[src/rtl/crc16_pkg.sv]
package crc16_pkg;
   localparam int unsigned   CRC16_W    = 16;
   localparam logic [15:0]   CRC16_POLY = 16'hA001;
   localparam logic [15:0]   CRC16_SEED = 16'hFFFF;
   typedef logic [CRC16_W-1:0] crc16_t;
endpackage

[src/rtl/crc_step_chain.sv]
module crc_step_chain #(
   parameter int unsigned   WIDTH = 16,
   parameter int unsigned   STEPS = 1,
   parameter logic [WIDTH-1:0] POLY = 16'hA001
) (
   input  logic [WIDTH-1:0] d_in,
   output logic [WIDTH-1:0] d_out
);
   logic [WIDTH-1:0] stage [STEPS+1];

   assign stage[0] = d_in;

   for (genvar g = 0; g < STEPS; g++) begin : g_step
      always_comb begin
         if (stage[g][0]) stage[g+1] = (stage[g] >> 1) ^ POLY;
         else             stage[g+1] = stage[g] >> 1;
      end
   end

   assign d_out = stage[STEPS];
endmodule

[src/rtl/crc_seq_ctrl.sv]
module crc_seq_ctrl #(
   parameter int unsigned CYCLES = 8,
   localparam int unsigned CNT_W = $clog2(CYCLES + 1)
) (
   input  logic clk,
   input  logic rst_n,
   input  logic clr,
   input  logic accept,
   output logic busy,
   output logic step_en
);
   logic [CNT_W-1:0] remaining;

   always_ff @(posedge clk or negedge rst_n) begin
      if (!rst_n)                remaining <= '0;
      else if (clr)              remaining <= '0;
      else if (accept)           remaining <= CNT_W'(CYCLES);
      else if (remaining != '0)  remaining <= remaining - 1'b1;
   end

   assign busy    = (remaining != '0);
   assign step_en = busy;
endmodule

[src/rtl/frame_crc16.sv]
module frame_crc16 #(
   parameter int unsigned      CRC_W        = crc16_pkg::CRC16_W,
   parameter int unsigned      DATA_W       = 8,
   parameter int unsigned      BITS_PER_CLK = 1,
   parameter logic [CRC_W-1:0] POLY         = crc16_pkg::CRC16_POLY,
   parameter logic [CRC_W-1:0] INIT         = crc16_pkg::CRC16_SEED
) (
   input  logic              clk,
   input  logic              rst_n,
   input  logic              frame_start,
   input  logic              byte_valid,
   input  logic [DATA_W-1:0] byte_data,
   input  logic              frame_end,
   output logic              busy,
   output logic [CRC_W-1:0]  crc_value,
   output logic              crc_error
);
   localparam int unsigned CYCLES = DATA_W / BITS_PER_CLK;

   if (BITS_PER_CLK == 0 || (DATA_W % BITS_PER_CLK) != 0) begin : g_bad_step
      $error("frame_crc16: BITS_PER_CLK must divide DATA_W");
   end
   if (DATA_W > CRC_W) begin : g_bad_width
      $error("frame_crc16: DATA_W must not exceed CRC_W");
   end

   logic             accept;
   logic             step_en;
   logic [CRC_W-1:0] crc_q;
   logic [CRC_W-1:0] stepped;

   assign accept = byte_valid && !busy && !frame_start;

   crc_seq_ctrl #(.CYCLES(CYCLES)) u_ctrl (
      .clk     (clk),
      .rst_n   (rst_n),
      .clr     (frame_start),
      .accept  (accept),
      .busy    (busy),
      .step_en (step_en)
   );

   crc_step_chain #(.WIDTH(CRC_W), .STEPS(BITS_PER_CLK), .POLY(POLY)) u_chain (
      .d_in  (crc_q),
      .d_out (stepped)
   );

   always_ff @(posedge clk or negedge rst_n) begin
      if (!rst_n)           crc_q <= INIT;
      else if (frame_start) crc_q <= INIT;
      else if (accept)      crc_q <= crc_q ^ CRC_W'(byte_data);
      else if (step_en)     crc_q <= stepped;
   end

   always_ff @(posedge clk or negedge rst_n) begin
      if (!rst_n)                  crc_error <= 1'b0;
      else if (frame_start)        crc_error <= 1'b0;
      else if (frame_end && !busy) crc_error <= (crc_q != '0);
   end

   assign crc_value = crc_q;
endmodule

[config.mk]
export PLATFORM = sky130hd
export DESIGN_NAME = frame_crc16
export DESIGN_NICKNAME = d
export VERILOG_FILES = /design/src/rtl/crc16_pkg.sv /design/src/rtl/crc_step_chain.sv /design/src/rtl/crc_seq_ctrl.sv /design/src/rtl/frame_crc16.sv
export SDC_FILE = /design/constraint.sdc
export NUM_CORES = 1
export LEC_CHECK = 0
export ABC_AREA = 1
export BUFFER_PORTS_ARGS = -buffer_cell sky130_fd_sc_hd__buf_2
export CAP_MARGIN = 20
export CORE_UTILIZATION = 40
export DETAILED_ROUTE_END_ITERATION = 6
export PLACE_DENSITY = 0.7
export SLEW_MARGIN = 10
export SYNTH_ARGS = -nofsm -noshare
export SYNTH_HDL_FRONTEND = slang
export SYNTH_SLANG_ARGS = --single-unit
[constraint.sdc]
create_clock -name clk -period 3.7 [get_ports clk]
set_input_delay 0.185 -clock clk [delete_from_list [all_inputs] [get_ports clk]]
set_output_delay 0.185 -clock clk [all_outputs]
set_load 0.01 [all_outputs]
# Yosys cells after proc, flatten, opt, wreduce, memory -nomap -nowiden
# Cells that the tools add are included.
dict set report word_totals {
  ff_bits 21
  latch_bits 0
  ram_bits 0
  mem_bits_ro 0
  input_bits 13
  out_inout_bits 18
  memories 0
}
dict set report classes {
  addsub 1
  mul 0
  div 0
  order_cmp 0
  eq_ne 0
  shift 0
  mux 9
  bitwise_logic 2
  n_reduce_logical 9
}
# op n
set op_table {}
lappend op_table {{16-bit 2-to-1 mux} 4}
lappend op_table {{16-bit nonzero test} 1}
lappend op_table {{16-bit by 8-bit XOR with 16-bit output} 1}
lappend op_table {{4-bit 2-to-1 mux} 3}
lappend op_table {{4-bit nonzero test} 1}
lappend op_table {{4-bit by 1-bit subtractor with 4-bit output (second input constant)} 1}
lappend op_table {{1-bit logical AND} 3}
lappend op_table {{2-bit NOT with 3-bit output} 1}
lappend op_table {{3-bit nonzero test} 1}
lappend op_table {{1-bit logical NOT} 2}
lappend op_table {{1-bit 2-to-1 mux} 2}
lappend op_table {{2-bit nonzero test} 1}

# Longest topological paths before layout
# Gate-level depths: netlist of the first run.
dict set report depth {
  word_depth 6
  ltp_mapped 8
  mapped_depth_nobuf 8
}

# Cells and area by module
# Synthesis of the first run repeated with hierarchy kept, for this count alone.
dict set report unflattened {
  cells_unflattened 168
  area_unflattened_um2 1321.3
}
# module instances cells_per_inst area_each_um2 seq_area_each_um2
set by_module_without_submodules {}
lappend by_module_without_submodules {frame_crc16 1 112 930.9 445.4}
lappend by_module_without_submodules {crc_seq_ctrl 1 33 251.5 100.1}
lappend by_module_without_submodules {crc_step_chain 1 23 138.9 0.0}

# Least setup slack after synthesis of the first run
# No wires, ideal clock.
dict set report synth_path {
  path_kind {reg2reg}
  start {reg u_ctrl.remaining[0]}
  end {reg crc_q[0], in the netlist crc_value[0]}
  setup_ns 0.073
  arrival_time_ns 1.203
  t_required_ns 3.627
  slack_ns 2.424
  stages_incl_launch_ff 8
  path_buffers 1
  synth_period_minus_slack_ns 1.276
  path_cell_list {dfrtp_1 -> inv_1 -> ha_1 -> nand2_4 -> nor2_4 -> buf_6 -> o21ai_1 -> a21oi_1}
}
dict set report synth_between {
  elab_chain_cells 6
  word_cells_on_any_way 7
  classes_between {mux (2); reduce/logical (5)}
}
# item line
set synth_rtl {}
lappend synth_rtl {{start: declaration} crc_seq_ctrl.sv:12} ;# logic [CNT_W-1:0] remaining;
lappend synth_rtl {{start signal: assignment} crc_seq_ctrl.sv:17} ;# else if (accept) remaining <= CNT_W'(CYCLES);
lappend synth_rtl {{start signal: assignment} crc_seq_ctrl.sv:18} ;# else if (remaining != '0) remaining <= remaining - 1'b1;
lappend synth_rtl {{4-bit nonzero test (*)} crc_seq_ctrl.sv:21} ;# assign busy = (remaining != '0);
lappend synth_rtl {{via busy} frame_crc16.sv:14} ;# output logic busy,
lappend synth_rtl {{1-bit logical NOT} frame_crc16.sv:32} ;# assign accept = byte_valid && !busy && !frame_start;
lappend synth_rtl {{1-bit logical AND (2 in a row)} frame_crc16.sv:32}
lappend synth_rtl {{16-bit 2-to-1 mux} frame_crc16.sv:51} ;# else if (accept) crc_q <= crc_q ^ CRC_W'(byte_data);
lappend synth_rtl {{16-bit 2-to-1 mux} frame_crc16.sv:50} ;# else if (frame_start) crc_q <= INIT;
lappend synth_rtl {{end signal: assignment} frame_crc16.sv:51}
lappend synth_rtl {{end signal: assignment} frame_crc16.sv:52} ;# else if (step_en) crc_q <= stepped;
lappend synth_rtl {{end: declaration} frame_crc16.sv:29} ;# logic [CRC_W-1:0] crc_q;
# Mark *: on every way through the listed nets, which the timed path passes. The rest lies on a longest branch.
# A chain may end at the register's enable or synchronous reset.

# Worst setup path after layout of the first run
dict set report layout_path {
  start {reg u_ctrl.remaining[0]}
  end {reg crc_error}
}
dict set report layout_between {
  elab_chain_cells 4
}
# item line
set layout_rtl {}
lappend layout_rtl {{4-bit nonzero test} crc_seq_ctrl.sv:21}
lappend layout_rtl {{1-bit logical NOT} frame_crc16.sv:58} ;# else if (frame_end && !busy) crc_error <= (crc_q != '0);
lappend layout_rtl {{1-bit logical AND} frame_crc16.sv:58}
lappend layout_rtl {{2-bit nonzero test (no line)} -}
lappend layout_rtl {{end signal: assignment} frame_crc16.sv:58}
lappend layout_rtl {{end: declaration} frame_crc16.sv:16} ;# output logic crc_error
# No other way between the ends.

==> key figures, run 1 <==
Worst setup path
  • Worst setup EP type: register
  • Worst-path cell chain: inv_1, ha_1, nand2_4, nor2_4, inv_1, nor2_1, nand2_1, nand2_1
  • CP peak stage delay: 0.39 ns
  • Critical-path top delay cell: dfrtp_1
  • Startpoint types: register
  • Worst endpoint required time: 3.96 ns
  • CP Buf/Inv Count: 2
  • Crit-path max FO: 11
  • Top Family by Delay on Critical Path: simple AND/OR/NAND/NOR gates
  • WP data arrival: 1.85 ns
  • Critical path class: register to register

Detailed routing
  • Routed WL: 2.52 mm
  • Drt pass-1 iters: 4
  • Post-route ant nets: 0
  • Wire length per cell: 12.7 um
  • DRC: 0
  • Post-DR vias/cell: 5.02
  • DR vias: 993
  • DRT iter0 DRCs: 25

Synth
  • Netlist Area Pre-Place: 1120 um^2
  • Sequential area share after synthesis: 0.487
  • Syn_nets: 150
  • #FFs+latches synth: 21
  • Synth cell types: 24
  • Yosys warnings: 0
  • Syn Area/Cell: 8.29 um^2
  • Mapped Cells: 135

Layout
  • Area Overhead vs Synth: 18.7%
  • Final Net Count: 184
  • Layout cell share with drive strength beyond 1: 0.339
  • ANT cells: 0
  • Fin cells: 198
  • Commonest non-fill, non-tap cell in the layout: buf_2
  • Most frequent cells in the layout: buf_2 (30), inv_1 (24), nand2_1 (23)

Timing
  • Skew final: 0.00360 ns
  • Final setup violation count: 0
  • Worst Tran Pin Value: 0.466 ns
  • Setup TNS: 0 ns
  • Final Cycle Share: 0.431
  • FMAX: 0.628 GHz
  • Final hold violation count: 0
  • Max-slew headroom: 0.690
  • Setup WS post-layout: 2.11 ns
  • RSZ-0062 raised after global routing: no
  • Slew Viols, Final: 0
  • Hold Slack: 0.127 ns
  • Fin crit period: 1.59 ns

Pwr
  • Clock share of power: 0.126
  • VDD IR max: 312 uV
  • NetSw: 0.389 mW
  • Reg power frac: 0.425
  • Power Dens Cells: 682 nW/um^2
  • Sw Share: 0.430
  • Combinational power share: 0.449
  • Internal Pwr Total: 0.517 mW
  • Leakage: 0.681 nW

Clock tree
  • Clock latency on the worst-skew pair: 0.31 ns
  • Sinks on the clock net: 21
  • Clk buf depth: 2
  • Clk pin slew, worst setup/hold paths: 0.12 ns
  • Root buf cell: clkbuf_4
  • Post-CTS setup buffer count: 0
  • CTS tree: built
  • CTS HTree Levels: 1
  • CTS Buf Count: 3

Placed design
  • Placer Congestion: 0.770
  • IO buf count: 30
  • Dpl hpwl: 1.86 mm
  • Placed cell count: 193
  • Pre-CTS setup slack: 2.12 ns

GRT
  • Vias in the first global route: 920
  • Initial antenna violation count: 0
  • First-pass GRT wire length: 4.17 mm
  • Aggregate global-route resource usage: 0.200
  • Grt ovf: 0
  • Largest net degree at the start of global routing: 22

Floorplanning
  • Die area: 3020 um^2
  • Initial Util: 0.436
  • Height of the die: 54.9 um
  • I/O pin count: 31
  • Num rows: 18
  • Total core area: 2570 um^2
  • Die width: 54.9 um

Run
  • Number of max-cap violations: 0

Worst hold path
  • Hold Path Class: input port to register

Outcome
  • Status: finished, final reports clean
## cells in the mapped netlist, drive strengths merged
| master | number | area, um^2 |
|---|---|---|
| nand4 | 3 | 18.8 |
| ha | 2 | 25.0 |
| o211ai | 1 | 7.51 |
| xnor2 | 2 | 17.5 |
| dfrtp | 5 | 125 |
| a21oi | 11 | 55.1 |
| o22ai | 2 | 12.5 |
| nand2 | 25 | 104 |
| nor2 | 18 | 82.6 |
| dfstp | 16 | 420 |
| or2 | 1 | 6.26 |
| o21ai | 5 | 25.0 |
| a31oi | 2 | 12.5 |
| xor2 | 3 | 26.3 |
| a22oi | 5 | 37.5 |
| nand3 | 6 | 30.0 |
| inv | 26 | 97.6 |
| buf | 2 | 16.3 |
## power by group through the flow
stage	clock network, mW	registers, mW	logic, mW
global route	0.134	0.396	0.463
CTS	0.119	0.385	0.408
global placement	0	0.385	0.395
finish	0.114	0.385	0.407
floorplan	0	0.406	0.263
detailed placement	0	0.388	0.406
## registers in the layout (all words and copies together) (netlist names)
name and count:
crc_value 16, u_ctrl.remaining 4, crc_error 1
## final timing paths
check                               startpoint                  end  slack (ns)  cells past startpoint
min in group asynchronous                rst_n  u_ctrl.remaining[1]        0.34                      2
max in group asynchronous                rst_n         crc_value[5]        3.01                      2
setup reg to reg           u_ctrl.remaining[0]            crc_error        2.11                      8
setup / recovery           u_ctrl.remaining[0]            crc_error        2.11                      8
hold / removal                    byte_data[3]         crc_value[3]        0.13                      3
hold reg to reg                   crc_value[7]         crc_value[7]        0.53                      2
## layout make-up
type	instances	area [um^2]
Fill cell	271	1240
Sequential cell	21	546
Multi-Input combinational cell	86	460
Timing Repair Buffer	31	160
Inverter	26	97.6
Tap cell	30	37.5
Clock buffer	3	22.5
Clock inverter	1	5.00
## through the flow
step	total power, mW	area [um^2]	utilization
floorplan	0.669	1120	-
global placement	0.780	1290	0.503
detailed placement	0.793	1290	0.503
CTS	0.912	1330	0.518
global route	0.992	1330	0.518
finish	0.906	1330	0.518
## tightest hold or removal path, stage by stage
cell     delay, ns
buf_2         0.11
nand3_1       0.07
a31oi_1       0.08
## repair_timing
| action | CTS | global route |
|---|---|---|
| gates resized for setup | 0 | 0 |
| endpoints found under the hold margin | 5 | 0 |
| hold buffers | 1 | 0 |
## logic make-up after synthesis
logic type,Yosys count,synth area share
AOI/OAI and AO/OA,26,0.134
xor gates and xnor gates,5,0.0391
adders and majority gates,2,0.0223
buffers and inverters,28,0.102
DFF,21,0.487
and+or+nand+nor,53,0.216
## layer usage
layer / vias up / share of wire / global-route usage
met5: - / 0 / 0
met4: 0 / 0.024 / 0.121
met3: 5 / 0.046 / 0.0246
met2: 30 / 0.46 / 0.305
met1: 462 / 0.47 / 0.268
li1: 496 / - / -
Note: power is estimated with default switching activity, not from simulation.
==> inputs of run 2 (changes only) <==
- PLACE_DENSITY: 0.7 -> 0.72
- clock period: 3.7 -> 1.3 ns (I/O delays scaled with it)
==> run 2 against run 1 <==
  * Maximum frequency up 25%
  * Sequential power increased to 2.8 times the previous value
  * Largest power group unchanged
  * Clock power grew to 2.9 times the previous value
  * Worst setup slack worse by 2.1 ns
  * Highest routed layer unchanged
==> key figures, run 2 (synthesis gave the netlist of run 1 again) <==
Layout
  • Most frequent cells in the layout: buf_2 (30), nand2_1 (23), inv_1 (22) (was buf_2 (30), inv_1 (24), nand2_1 (23))
  • Commonest non-fill, non-tap cell in the layout: buf_2 (unchanged)
  • ANT cells: 0 (unchanged)
  • Layout cell share with drive strength beyond 1: 0.381 (was 0.339)
  • Area Overhead vs Synth: 25.4% (was 18.7%)
  • Core Util, Final: 0.547 (was 0.518)
  • Max reg flops: 16 (unchanged)
  • Design Area, Final: 1400 um^2 (was 1330 um^2)
  • Final Net Count: 192 (was 184)

Worst setup path
  • Worst setup EP type: register (unchanged)
  • Startpoint types: register (unchanged)
  • Critical path class: register to register (unchanged)
  • Worst endpoint required time: 1.54 ns (was 3.96 ns)
  • WP data arrival: 1.52 ns (was 1.85 ns)
  • Crit-path max FO: 8 (was 11)

Timing
  • Slew Viols, Final: 0 (unchanged)
  • Fin crit period: 1.28 ns (was 1.59 ns)
  • Setup WS post-layout: 0.0242 ns (was 2.11 ns)
  • FMAX: 0.784 GHz (was 0.628 GHz)
  • Skew final: 0.00368 ns (was 0.00360 ns)
  • Final Cycle Share: 0.981 (was 0.431)
  • Final hold violation count: 0 (unchanged)
  • Worst Tran Pin Value: 0.473 ns (was 0.466 ns)
  • Final setup violation count: 0 (unchanged)
  • RSZ-0062 raised after global routing: yes (was no)
  • Max-slew headroom: 0.685 (was 0.690)

Worst hold path
  • Hold Path Class: input port to register (unchanged)

Detailed routing
  • Routed WL: 2.66 mm (was 2.52 mm)
  • Post-route ant nets: 0 (unchanged)
  • Top routing layer in use: met4 (unchanged)
  • DR vias: 1018 (was 993)
  • Drt pass-1 iters: 4 (unchanged)
  • Met3 Wirelength: 80 um (was 115 um)
  • Post-DR vias/cell: 4.94 (was 5.02)
  • DRT iter0 DRCs: 21 (was 25)
  • Wire length per cell: 12.9 um (was 12.7 um)
  • WL met1: 1.20 mm (was 1.17 mm)
  • Met2 wire len: 1.29 mm (was 1.17 mm)
  • DRC: 0 (unchanged)

Floorplanning
  • Die width: 54.9 um (unchanged)
  • Die area: 3020 um^2 (unchanged)
  • Total core area: 2570 um^2 (unchanged)
  • Height of the die: 54.9 um (unchanged)
  • I/O pin count: 31 (unchanged)
  • Num rows: 18 (unchanged)
  • Initial Util: 0.436 (unchanged)

GRT
  • Initial antenna violation count: 0 (unchanged)
  • Aggregate global-route resource usage: 0.199 (was 0.200)
  • Vias in the first global route: 942 (was 920)
  • Grt ovf: 0 (unchanged)
  • Largest net degree at the start of global routing: 22 (unchanged)
  • First-pass GRT wire length: 4.07 mm (was 4.17 mm)

Clock tree
  • CTS Buf Count: 3 (unchanged)
  • Sinks on the clock net: 21 (unchanged)
  • Clk pin slew, worst setup/hold paths: 0.12 ns (about the same)
  • Root buf cell: clkbuf_4 (unchanged)
  • Clk buf depth: 2 (unchanged)
  • Clock latency on the worst-skew pair: 0.31 ns (about the same)
  • CTS HTree Levels: 1 (unchanged)
  • CTS tree: built (unchanged)

Outcome
  • Status: finished, final reports clean (unchanged)

Placed design
  • Placed Area: 1340 um^2 (was 1290 um^2)
  • Placer Congestion: 0.789 (was 0.770)
  • Pre-CTS setup slack: -0.0360 ns (was 2.12 ns)
  • Dpl hpwl: 1.98 mm (was 1.86 mm)
  • IO buf count: 30 (unchanged)

Pwr
  • VDD IR max: 945 uV (was 312 uV)
  • Leakage: 0.718 nW (was 0.681 nW)
  • Power Dens Cells: 1970 nW/um^2 (was 682 nW/um^2)

Run
  • Number of max-cap violations: 0 (unchanged)
run 2: changes by cell type in the layout (fill, tap and decap cells not counted), sizes merged:
cell	before	now
buf	30	37
dlygate4sd3	1	2
run 2: through the flow:
| step | total power, mW | cells | TNS, ns | hold WS (ns) |
|---|---|---|---|---|
| finish | 2.77 | 206 | 0 | 0.0669 |
| global route | 2.98 | 206 | -0.359 | 0.0661 |
| CTS | 2.76 | 205 | 0 | 0.0614 |
| detailed placement | 2.38 | 199 | -0.0873 | 0.0514 |
| global placement | 2.33 | 199 | -0.0322 | 0.0402 |
| floorplan | 1.90 | 135 | 0 | -0.231 |
run 2: timing repair:
action / CTS / global route
pin swaps: 2 / 0
endpoints found under the setup margin: 9 / 17
resized for setup: 4 / 0
hold endpoints to repair: 6 / 0
hold buffers: 2 / 0
buffers inserted: 0 / 1
run 2: path summary, 6_finish.rpt:
kind / startpoint / endpoint / slack, ns / cells after the start
setup / recovery: u_ctrl.remaining[3] / crc_value[7] / 0.02 / 6
hold / removal: byte_valid / crc_value[3] / 0.07 / 3
setup reg to reg: u_ctrl.remaining[3] / crc_value[7] / 0.02 / 6
hold reg to reg: crc_value[3] / crc_value[3] / 0.52 / 2
max in group asynchronous: rst_n / crc_value[3] / 0.73 / 2
min in group asynchronous: rst_n / u_ctrl.remaining[0] / 0.23 / 2
run 2: area by class of cell:
type | instances | area (um^2)
multi-input cells | 86 | 473
inverters | 26 | 97.6
clock buffers | 3 | 22.5
fillers | 265 | 1160
repair buffers | 39 | 223
well taps | 30 | 37.5
flip-flops and latches | 21 | 546
clock inverters | 1 | 5.00
run 2: routing by layer:
| metal | vias to the layer above | GRT usage |
|---|---|---|
| met2 | 25 | 0.317 |
| met3 | 7 | 0.0273 |
| met1 | 475 | 0.244 |
| met5 | - | 0 |
| li1 | 511 | - |
| met4 | 0 | 0.146 |
run 2: worst max-delay path, stage by stage, from the launching register on:
cell     delay [ns]
dfrtp_1        0.44
nor2_4         0.16
nand2_4        0.08
nor2_4         0.11
buf_4          0.17
o21ai_1        0.07
a21oi_1        0.17
run 2: power breakdown:
part	total [mW]	internal [mW]	switching [mW]
Clock	0.326	0.115	0.211
Sequential	1.09	0.935	0.150
Combinational	1.35	0.555	0.799
==> inputs of run 3 (changes only) <==
- CORE_MARGIN: default -> 2
==> run 3 against run 2 <==
  * Final area rose by 1.3%
  * Clock power down 3%
  * Non-clock buffer count stayed put
  * Core utilization fell by 2.2 points
  * Combinational power grew 7%
  * Final cell count increased by 0.49%
==> key figures, run 3 (synthesis gave the netlist of run 1 again) <==
Worst setup path
  • Worst setup EP type: register (unchanged)
  • Critical path class: register to register (unchanged)
  • Reg2Reg Depth: 7 (was 6)
  • FF-to-FF Start: u_ctrl.remaining[1] (was u_ctrl.remaining[3])
  • Crit-path max FO: 5 (was 8)
  • Flop-to-flop setup slack: 0.03 ns (was 0.02 ns)
  • CP endpoint: crc_value[11] (was crc_value[7])
  • Worst endpoint required time: 1.54 ns (about the same)
  • Startpoint types: register (unchanged)
  • WP data arrival: 1.50 ns (was 1.52 ns)
  • Worst reg2reg path endpoint: crc_value[11] (was crc_value[7])
  • Worst setup path startpoint: u_ctrl.remaining[1] (was u_ctrl.remaining[3])

Outcome
  • Status: finished, final reports clean (unchanged)

Placed design
  • Placed cell count: 199 (unchanged)
  • Placer Congestion: 0.804 (was 0.789)
  • IO buf count: 30 (unchanged)
  • Pre-CTS setup slack: -0.0355 ns (was -0.0360 ns)
  • Dpl hpwl: 1.99 mm (was 1.98 mm)
  • Placed Area: 1330 um^2 (was 1340 um^2)

Worst hold path
  • HP Start: byte_data[3] (was byte_valid)
  • Hold Path Class: input port to register (unchanged)

Clock tree
  • Root buf cell: clkbuf_4 (unchanged)
  • CTS HTree Levels: 1 (unchanged)
  • Clock latency on the worst-skew pair: 0.30 ns (was 0.31 ns)
  • CTS tree: built (unchanged)
  • CTS Buf Count: 3 (unchanged)
  • Clk buf depth: 2 (unchanged)
  • Sinks on the clock net: 21 (unchanged)
  • Clk pin slew, worst setup/hold paths: 0.12 ns (about the same)

Pwr
  • Power Dens Cells: 2010 nW/um^2 (was 1970 nW/um^2)
  • Internal Pwr Total: 1.65 mW (was 1.61 mW)
  • Leakage: 0.725 nW (was 0.718 nW)
  • Combinational power share: 0.507 (was 0.489)
  • Reg power frac: 0.381 (was 0.393)
  • VDD IR max: 1090 uV (was 945 uV)
  • NetSw: 1.20 mW (was 1.16 mW)
  • Clock share of power: 0.111 (was 0.118)
  • Sw Share: 0.420 (was 0.419)
  • Total design power: 2.85 mW (was 2.77 mW)

Timing
  • Worst Tran Pin Value: 0.450 ns (was 0.473 ns)
  • Final Cycle Share: 0.973 (was 0.981)
  • Max-slew headroom: 0.700 (was 0.685)
  • RSZ-0062 raised after global routing: yes (unchanged)
  • Slew Viols, Final: 0 (unchanged)
  • FMAX: 0.790 GHz (was 0.784 GHz)
  • Setup WS post-layout: 0.0347 ns (was 0.0242 ns)
  • Setup TNS: 0 ns (unchanged)
  • Fin crit period: 1.27 ns (was 1.28 ns)
  • Final setup violation count: 0 (unchanged)
  • Skew final: 0.00693 ns (was 0.00368 ns)
  • Final hold violation count: 0 (unchanged)
  • Hold Slack: 0.0588 ns (was 0.0669 ns)

Detailed routing
  • DR vias: 1049 (was 1018)
  • Wire length per cell: 13.1 um (was 12.9 um)
  • Post-route ant nets: 0 (unchanged)
  • DRT iter0 DRCs: 25 (was 21)
  • Routed WL: 2.72 mm (was 2.66 mm)
  • Drt pass-1 iters: 6 (was 4)
  • DRC: 0 (unchanged)
  • Post-DR vias/cell: 5.07 (was 4.94)

Floorplanning
  • Initial Util: 0.413 (was 0.436)
  • Height of the die: 56.9 um (was 54.9 um)
  • Die area: 3240 um^2 (was 3020 um^2)
  • Num rows: 19 (was 18)
  • Total core area: 2710 um^2 (was 2570 um^2)
  • Die width: 56.9 um (was 54.9 um)
  • I/O pin count: 31 (unchanged)

Layout
  • Commonest non-fill, non-tap cell in the layout: buf_2 (unchanged)
  • Fin cells: 207 (was 206)
  • Core Util, Final: 0.525 (was 0.547)
  • Design Area, Final: 1420 um^2 (was 1400 um^2)
  • Area Overhead vs Synth: 27.0% (was 25.4%)
  • Max reg flops: 16 (unchanged)
  • Final Net Count: 192 (unchanged)
  • ANT cells: 0 (unchanged)
  • Most frequent cells in the layout: buf_2 (30), nand2_1 (23), inv_1 (21) (was buf_2 (30), nand2_1 (23), inv_1 (22))
  • Layout cell share with drive strength beyond 1: 0.403 (was 0.381)

GRT
  • Grt ovf: 0 (unchanged)
  • Largest net degree at the start of global routing: 22 (unchanged)
  • Initial antenna violation count: 0 (unchanged)
  • Vias in the first global route: 1011 (was 942)
  • First-pass GRT wire length: 4.46 mm (was 4.07 mm)
  • Aggregate global-route resource usage: 0.176 (was 0.199)

Run
  • Number of max-cap violations: 0 (unchanged)
run 3: changes by cell type in the layout (fill, tap and decap cells not counted):
cell and delta:
o21ai_0 -1, inv_1 -1, a22oi_2 +1, o21ai_1 +1
inv_2 +1, buf_6 +1, nand2_2 -1, dlygate4sd3_1 -1
o22ai_1 -1, nand2_4 +1, a22oi_1 -1, o22ai_2 +1
run 3: repair_timing:
item                       4_1_cts  5_1_grt
hold buffers                     1        0
setup buffers                    0        3
pin swaps                        0        5
resized for setup                3        7
setup endpoints to repair        8       18
hold endpoints to repair         5        0
run 3: worst min path at each step:
stage,end,cells after the start
after global routing,crc_value[3],3
after global placement,u_ctrl.remaining[0],1
after CTS,crc_value[3],3
after floorplan,crc_error,0
final,crc_value[3],3
after detailed placement,u_ctrl.remaining[0],1
run 3: layout make-up:
type | count | area [um^2]
sequential | 21 | 546
fill | 258 | 1290
clock inverter | 1 | 5.00
inverter | 26 | 97.6
tap | 31 | 38.8
multi-input combinational | 86 | 489
clock buffer | 3 | 22.5
timing repair buffer | 39 | 224
run 3: critical path, cell delays in order, from the launching register on:
cell and delay, ns:
dfrtp_1 0.39, inv_2 0.08, ha_4 0.16, nand2_4 0.07, nor2_4 0.17, buf_6 0.13, buf_4 0.11, a22oi_1 0.08
run 3: power groups by stage:
stage	Clock, mW	Combinational [mW]	Sequential (mW)
finish	0.317	1.45	1.09
global placement	0	1.24	1.08
CTS	0.323	1.34	1.08
detailed placement	0	1.29	1.09
floorplan	0	0.748	1.16
global route	0.363	1.60	1.11
run 3: layer usage:
metal / global-route usage / wire length [um] / vias to the layer above
met5: 0 / 0 / -
li1: - / - / 517
met4: 0.0797 / 73 / 0
met2: 0.278 / 1290 / 50
met3: 0.0346 / 183 / 10
met1: 0.235 / 1180 / 472
